[src/rtl/mdioMgmtPkg.sv]
package mdioMgmtPkg;
  localparam int FRAME_BITS = 32;
  localparam int DATA_BITS  = 16;
  localparam logic [1:0] OP_READ = 2'b10;

  typedef struct packed {
    logic load;      // copy frame word into shifter
    logic shift;     // advance to next frame bit
    logic sample;    // shift in one MDIO read bit
    logic capture;   // store read data into frame word
    logic preamble;  // drive the preamble one
  } pathStrb_t;
endpackage

[src/rtl/mdioMgmtPath.sv]
module mdioMgmtPath
  import mdioMgmtPkg::*;
(
  input  logic                  clk,
  input  logic                  frameWrEn,
  input  logic [FRAME_BITS-1:0] frameWrData,
  input  pathStrb_t             strb,
  input  logic                  mdioIn,
  output logic [FRAME_BITS-1:0] frameRdData,
  output logic                  mdioOut,
  output logic                  isRead
);
  logic [FRAME_BITS-1:0] frameReg;
  logic [FRAME_BITS-1:0] shiftReg;
  logic [DATA_BITS-1:0]  rxReg;
  logic                  readQ;

  // The frame word has no defined reset value, so it has no reset.
  always_ff @(posedge clk) begin
    if (frameWrEn) begin
      frameReg <= frameWrData;
    end else if (strb.capture) begin
      frameReg[DATA_BITS-1:0] <= rxReg;
    end
    if (strb.load) begin
      shiftReg <= frameReg;
      readQ    <= (frameReg[29:28] == OP_READ);
    end else if (strb.shift) begin
      shiftReg <= {shiftReg[FRAME_BITS-2:0], 1'b0};
    end
    if (strb.sample) begin
      rxReg <= {rxReg[DATA_BITS-2:0], mdioIn};
    end
  end

  assign frameRdData = frameReg;
  assign mdioOut     = strb.preamble ? 1'b1 : shiftReg[FRAME_BITS-1];
  assign isRead      = readQ;
endmodule

[src/rtl/mdioMgmtCtrl.sv]
module mdioMgmtCtrl
  import mdioMgmtPkg::*;
#(
  parameter int DIV_W   = 8,
  parameter int PRE_LEN = 32
) (
  input  logic             clk,
  input  logic             rstN,
  input  logic             frameWrEn,
  input  logic             divWrEn,
  input  logic [DIV_W-1:0] divWrData,
  input  logic             eventClr,
  input  logic             isRead,
  output pathStrb_t        strb,
  output logic [DIV_W-1:0] divValue,
  output logic             mdc,
  output logic             mdioOe,
  output logic             busy,
  output logic             donePulse,
  output logic             eventFlag
);
  localparam int TOTAL       = PRE_LEN + FRAME_BITS;
  localparam int IDX_W       = $clog2(TOTAL);
  localparam int LAST_IDX    = TOTAL - 1;
  localparam int RELEASE_IDX = PRE_LEN + FRAME_BITS - DATA_BITS - 1;
  localparam int DATA_IDX    = RELEASE_IDX + 1;

  logic [DIV_W-1:0] divReg;
  logic [DIV_W-1:0] divCnt;
  logic [IDX_W-1:0] bitIdx;
  logic             mdcQ;
  logic             busyQ;
  logic             pending;

  logic divNz, tick, launch, riseEv, fallEv, lastBit, finish;

  always_comb begin
    divNz   = (divReg != '0);
    tick    = busyQ && divNz && (divCnt >= divReg - 1'b1);
    launch  = !busyQ && pending && divNz;
    riseEv  = tick && !mdcQ;
    fallEv  = tick && mdcQ;
    lastBit = (bitIdx == IDX_W'(LAST_IDX));
    finish  = fallEv && lastBit;

    strb.load     = launch;
    strb.shift    = fallEv && !lastBit && (bitIdx >= IDX_W'(PRE_LEN));
    strb.sample   = riseEv && isRead && (bitIdx >= IDX_W'(DATA_IDX));
    strb.capture  = finish && isRead && !pending && !frameWrEn;
    strb.preamble = (bitIdx < IDX_W'(PRE_LEN));
  end

  always_ff @(posedge clk) begin
    if (!rstN) begin
      divReg    <= '0;
      divCnt    <= '0;
      bitIdx    <= '0;
      mdcQ      <= 1'b0;
      busyQ     <= 1'b0;
      pending   <= 1'b0;
      donePulse <= 1'b0;
      eventFlag <= 1'b0;
    end else begin
      if (divWrEn) divReg <= divWrData;
      pending <= frameWrEn || (pending && !launch);
      if (busyQ && divNz) divCnt <= tick ? '0 : divCnt + 1'b1;
      else                divCnt <= '0;
      if (launch) begin
        busyQ  <= 1'b1;
        mdcQ   <= 1'b0;
        bitIdx <= '0;
      end else begin
        if (tick)             mdcQ   <= !mdcQ;
        if (finish)           busyQ  <= 1'b0;
        if (fallEv && !lastBit) bitIdx <= bitIdx + 1'b1;
      end
      donePulse <= finish;
      eventFlag <= finish || (eventFlag && !eventClr);
    end
  end

  assign divValue = divReg;
  assign busy     = busyQ;
  assign mdc      = mdcQ && divNz;
  assign mdioOe   = busyQ && !(isRead && (bitIdx >= IDX_W'(RELEASE_IDX)));

  AST_HOLD_WHEN_STOPPED: assert property (@(posedge clk) disable iff (!rstN)
    (!divNz && !busyQ) |=> !busyQ);
  AST_MDC_STEADY: assert property (@(posedge clk) disable iff (!rstN)
    (busyQ && !tick) |=> $stable(mdcQ));
  AST_DONE_SINGLE: assert property (@(posedge clk) disable iff (!rstN)
    donePulse |=> !donePulse);
  AST_EVENT_WITH_DONE: assert property (@(posedge clk) disable iff (!rstN)
    donePulse |-> eventFlag);
  AST_CLEAR_WORKS: assert property (@(posedge clk) disable iff (!rstN)
    (eventClr && !finish) |=> !eventFlag);
  AST_SET_WINS: assert property (@(posedge clk) disable iff (!rstN)
    finish |=> eventFlag);
  AST_QUEUED_WRITE: assert property (@(posedge clk) disable iff (!rstN)
    (busyQ && frameWrEn) |=> pending);
endmodule

[src/rtl/mdioMgmtLauncher.sv]
module mdioMgmtLauncher
  import mdioMgmtPkg::*;
#(
  parameter int DIV_W   = 8,
  parameter int PRE_LEN = 32
) (
  input  logic             clk,
  input  logic             rstN,
  input  logic             frameWrEn,
  input  logic [31:0]      frameWrData,
  output logic [31:0]      frameRdData,
  input  logic             divWrEn,
  input  logic [DIV_W-1:0] divWrData,
  output logic [DIV_W-1:0] divValue,
  input  logic             eventClr,
  input  logic             mdioIn,
  output logic             mdc,
  output logic             mdioOut,
  output logic             mdioOe,
  output logic             busy,
  output logic             donePulse,
  output logic             eventFlag
);
  pathStrb_t strb;
  logic      isRead;

  mdioMgmtCtrl #(.DIV_W(DIV_W), .PRE_LEN(PRE_LEN)) ctrl (
    .clk(clk), .rstN(rstN), .frameWrEn(frameWrEn), .divWrEn(divWrEn),
    .divWrData(divWrData), .eventClr(eventClr), .isRead(isRead),
    .strb(strb), .divValue(divValue), .mdc(mdc), .mdioOe(mdioOe),
    .busy(busy), .donePulse(donePulse), .eventFlag(eventFlag)
  );

  mdioMgmtPath path (
    .clk(clk), .frameWrEn(frameWrEn), .frameWrData(frameWrData),
    .strb(strb), .mdioIn(mdioIn), .frameRdData(frameRdData),
    .mdioOut(mdioOut), .isRead(isRead)
  );
endmodule

[config.mk]
export PLATFORM = sky130hd
export DESIGN_NAME = mdioMgmtLauncher
export DESIGN_NICKNAME = d
export VERILOG_FILES = /design/src/rtl/mdioMgmtPkg.sv /design/src/rtl/mdioMgmtPath.sv /design/src/rtl/mdioMgmtCtrl.sv /design/src/rtl/mdioMgmtLauncher.sv
export SDC_FILE = /design/constraint.sdc
export NUM_CORES = 1
export LEC_CHECK = 0
export ABC_AREA = 1
export BUFFER_PORTS_ARGS = -buffer_cell sky130_fd_sc_hd__buf_2
export CORE_UTILIZATION = 40
export DETAILED_ROUTE_END_ITERATION = 10
export HOLD_SLACK_MARGIN = 0.03
export PLACE_DENSITY = 0.74
export SLEW_MARGIN = 5
export SYNTH_ARGS = -nofsm -noshare
export SYNTH_HDL_FRONTEND = slang
export SYNTH_SLANG_ARGS = --single-unit
[constraint.sdc]
create_clock -name clk -period 4.42 [get_ports clk]
set_input_delay 0.442 -clock clk [delete_from_list [all_inputs] [get_ports clk]]
set_output_delay 0.442 -clock clk [all_outputs]
set_load 0.01 [all_outputs]
==> qor.log <==
qor: run_status.outcome completed
qor: sta.hold_viol 0
qor: sta.whs 277 ps
qor: synth.mappedNetlistArea 4570 um2
qor: global_routing.global_route.overflow_total 0
qor: routing.postRouteAntennaNets 0
qor: worst_setup_path.critPathCaptureType register
qor: sta.drv_slew 0
qor: synth.total_of_flip_flops_plus_latches_after_synthesis 108
qor: clock_tree.clock_tree_from_tritoncts built
qor: routing.vias_per_cell 4.80
qor: clock_tree.postCtsSetupBuffers 0
qor: synth.post_synth_inst_count 438
qor: routing.drt_first_iter_violations 213
qor: sta.grt_setup_unrepaired no
qor: routing.firstDrtPassIters 5
qor: placement.dpl.cell_count 661
qor: worst_setup_path.startpoint_type register
qor: run.maxCapViolations 0
qor: layout.nets 591
qor: layout.final_core_util 50.0%
qor: layout.stdcell_count 677
qor: synth.synth-seq-area-share 65.0%
qor: layout.final_design_area_no_fill 5490 um2
qor: placement.place_hpwl 6.44 mm
qor: layout.drive_gt1_share 23.1%
qor: placement.numPortBuffers 91
qor: worst_setup_path.critical_path_required 4380 ps
qor: clock_tree.cts_htree_levels 3
qor: placement.finalWeightedCongestion 0.843
qor: power.cellPowerDensity 409 nW/um2
qor: synth.net_count_after_synthesis 497
qor: clock_tree.clk_root_buffer_cell sky130_fd_sc_hd__clkbuf_16
qor: worst_hold_path.type_of_the_tightest_min_delay_check input pin to register
qor: synth.yosys-top-cells-area sky130_fd_sc_hd__edfxtp_1 53%, sky130_fd_sc_hd__nand2_1 14%, sky130_fd_sc_hd__dfxtp_1 12%
qor: sta.period_share 71.9%
qor: sta.worst_slew_margin_rel 34.8%
qor: power.power_leakage 2.38 nW
qor: synth.synth_area_leader_cell sky130_fd_sc_hd__edfxtp_1
qor: clock_tree.worstSkewPairLatency 340 ps
qor: floorplan.coreArea 11000 um2
qor: floorplan.chipHeight 109 um
qor: global_routing.number_of_global_route_vias_before_repair 3179
qor: worst_setup_path.largest_incremental_delay_on_the_critical_path 840 ps
qor: layout.antenna_cells 0
qor: clock_tree.numCtsBuffers 9
qor: power.ir_worst_vdd 0.242 mV
qor: clock_tree.clkSlewWorstSetupHoldPaths 70 ps
qor: sta.setup_viol 0
qor: synth.post_synth_num_cell_types 29
qor: clock_tree.hold_buffers 0
qor: routing.detail_route.wirelength 9.12 mm
qor: sta.max_slew.worst_pin.slew 975 ps
qor: worst_setup_path.crit_slowest_cell sky130_fd_sc_hd__o21ai_4
qor: worst_setup_path.path_cells nor2_1 -> nand4_1 -> nor3_1 -> xor2_1 -> ha_1 -> nand2_1 -> nor2_1 -> nand2_1 -> nand2_1 -> nand4_2 -> o21ai_4
qor: routing.number_of_drc_violations_after_detailed_routing 0
qor: floorplan.area_of_the_die 11900 um2
qor: global_routing.pin_count_of_the_biggest_net_entering_global_routing 36
qor: worst_setup_path.cpMostUsedCell sky130_fd_sc_hd__nand2_1
qor: floorplan.initial_utilization 41.6%
qor: floorplan.floorplan.rows 38
qor: worst_setup_path.arrival 3140 ps
qor: placement.placedInstanceArea 5180 um2
qor: sta.upper_clock_frequency_limit 315 MHz
qor: global_routing.gr-usage-all-layers 16.6%
qor: clock_tree.ctsLongestPathBuffers 2
qor: power.total_power_of_the_final_layout 2.24 mW
qor: sta.fin_worst_skew 6.85 ps
qor: clock_tree.cts.repair.resized 0
qor: worst_setup_path.worstSetupPathType register to register
qor: sta.timing.final.ws_setup 1240 ps
qor: sta.final_period_minus_worst_setup_slack 3180 ps
qor: routing.dr_total_vias 3252
qor: synth.ys.warnings.count 0
qor: floorplan.io_pins 92
qor: synth.post_synthesis_average_cell_area 10.4 um2
qor: sta.tns 0 ps
qor: clock_tree.clock_sinks 108
qor: routing.wire_per_inst 13.5 um
qor: synth.synth.top_cell.area_share 53.2%
qor: floorplan.fp.dieW 109 um
qor: worst_setup_path.timing.critical_path.fanout_max 32
qor: layout.areaGrowthSynthToFinish 20.0%
qor: placement.pre_cts_slack 1250 ps
qor: global_routing.grt_pass1_wl 15.0 mm
qor: global_routing.antenna_found_initial 0
## logic make-up (layout without fill, tap and decap cells)
logic type	count (synthesis)	count (layout)	share of synthesized area [%]
AO/OA/AOI/OAI	32	32	3.86
XOR/XNOR	14	14	2.68
adder cells (fa/ha/maj)	13	13	3.56
buffers and inverters	46	145	4.10
flip-flops	108	108	65.0
AND/OR/NAND/NOR	225	225	20.8
## per-layer routing
metal | up-vias | GRT usage, % | wire [um]
met5 | - | 0 | 0
met4 | 0 | 7.82 | 176
met3 | 14 | 2.87 | 392
li1 | 1630 | - | -
met1 | 1514 | 22.3 | 4160
met2 | 94 | 26.1 | 4390
## registers in the layout, summed over array words and instances (netlist names), 6 cells and up
signal            count
path.frameRdData     32
path.shiftReg        32
ctrl.bitIdx           6
path.rxReg           16
ctrl.divCnt           8
ctrl.divValue         8
## worst max-delay path, delay by kind of cell, from the launching register on
kind | cells | cell delay [ps]
adders and majority gates | 1 | 320
and+or+nand+nor | 8 | 1170
AOI/OAI and AO/OA | 1 | 840
DFF | 1 | 370
xor gates and xnor gates | 1 | 100
## cells in the mapped netlist
cell type,instances
sky130_fd_sc_hd__nor2_2,2
sky130_fd_sc_hd__nand3_2,2
sky130_fd_sc_hd__inv_1,31
sky130_fd_sc_hd__nand2_2,1
sky130_fd_sc_hd__nor2_1,26
sky130_fd_sc_hd__dfxtp_1,27
sky130_fd_sc_hd__nand4_1,7
sky130_fd_sc_hd__nand2_1,171
sky130_fd_sc_hd__nor3_1,4
sky130_fd_sc_hd__clkinv_1,1
sky130_fd_sc_hd__buf_2,3
sky130_fd_sc_hd__a21oi_1,17
sky130_fd_sc_hd__ha_1,13
sky130_fd_sc_hd__o22ai_1,2
sky130_fd_sc_hd__buf_4,3
sky130_fd_sc_hd__or2_2,1
sky130_fd_sc_hd__nor2_4,2
sky130_fd_sc_hd__edfxtp_1,81
sky130_fd_sc_hd__inv_2,2
sky130_fd_sc_hd__a21o_1,1
sky130_fd_sc_hd__nor3b_2,2
sky130_fd_sc_hd__nor3_4,1
sky130_fd_sc_hd__o21ai_0,11
sky130_fd_sc_hd__nand3_1,5
sky130_fd_sc_hd__nand4_2,1
sky130_fd_sc_hd__xnor2_1,2
sky130_fd_sc_hd__clkbuf_1,6
sky130_fd_sc_hd__xor2_1,12
sky130_fd_sc_hd__a21oi_4,1
## cell type report
type,count,area (um2)
clock buffers,14,295
clock inverters,2,7.51
fillers,974,5500
inverters,34,128
multi-input cells,284,1420
flip-flops and latches,108,2970
well taps,140,175
repair buffers,95,485
## placed cells by master, fill, tap and decap left out, drive strengths merged
cell and instances:
o22ai 2, o21ai 11, nand4 8, xor2 12, edfxtp 81, clkinv 1
nor3b 2, nor2 30, nand3 7, a21o 1, or2 1, inv 35
dfxtp 27, ha 13, nand2 172, nor3 5, xnor2 2, clkbuf 14
buf 95, a21oi 18
## path summary, 6_finish.rpt
check | slack (ps) | endpoint | from | depth (start not counted)
setup / recovery | 1240 | path.shiftReg[7]$_DFFE_PP_ | ctrl.divValue[2]$_SDFFE_PN0P_ | 11
hold / removal | 280 | path.frameRdData[27]$_DFFE_PP_ | frameWrData[27] | 1
setup reg to reg | 1240 | path.shiftReg[7]$_DFFE_PP_ | ctrl.divValue[2]$_SDFFE_PN0P_ | 11
hold reg to reg | 450 | path.rxReg[3]$_DFFE_PP_ | path.rxReg[2]$_DFFE_PP_ | 0
## where the power goes
| part | leakage (nW) | internal, mW | switching (mW) |
|---|---|---|---|
| clock network | 0.157 | 0.460 | 0.339 |
| logic | 1.24 | 0.0856 | 0.157 |
| registers | 0.992 | 1.17 | 0.0294 |
| total | 2.38 | 1.72 | 0.525 |
Power figures use the tool's default switching activity.
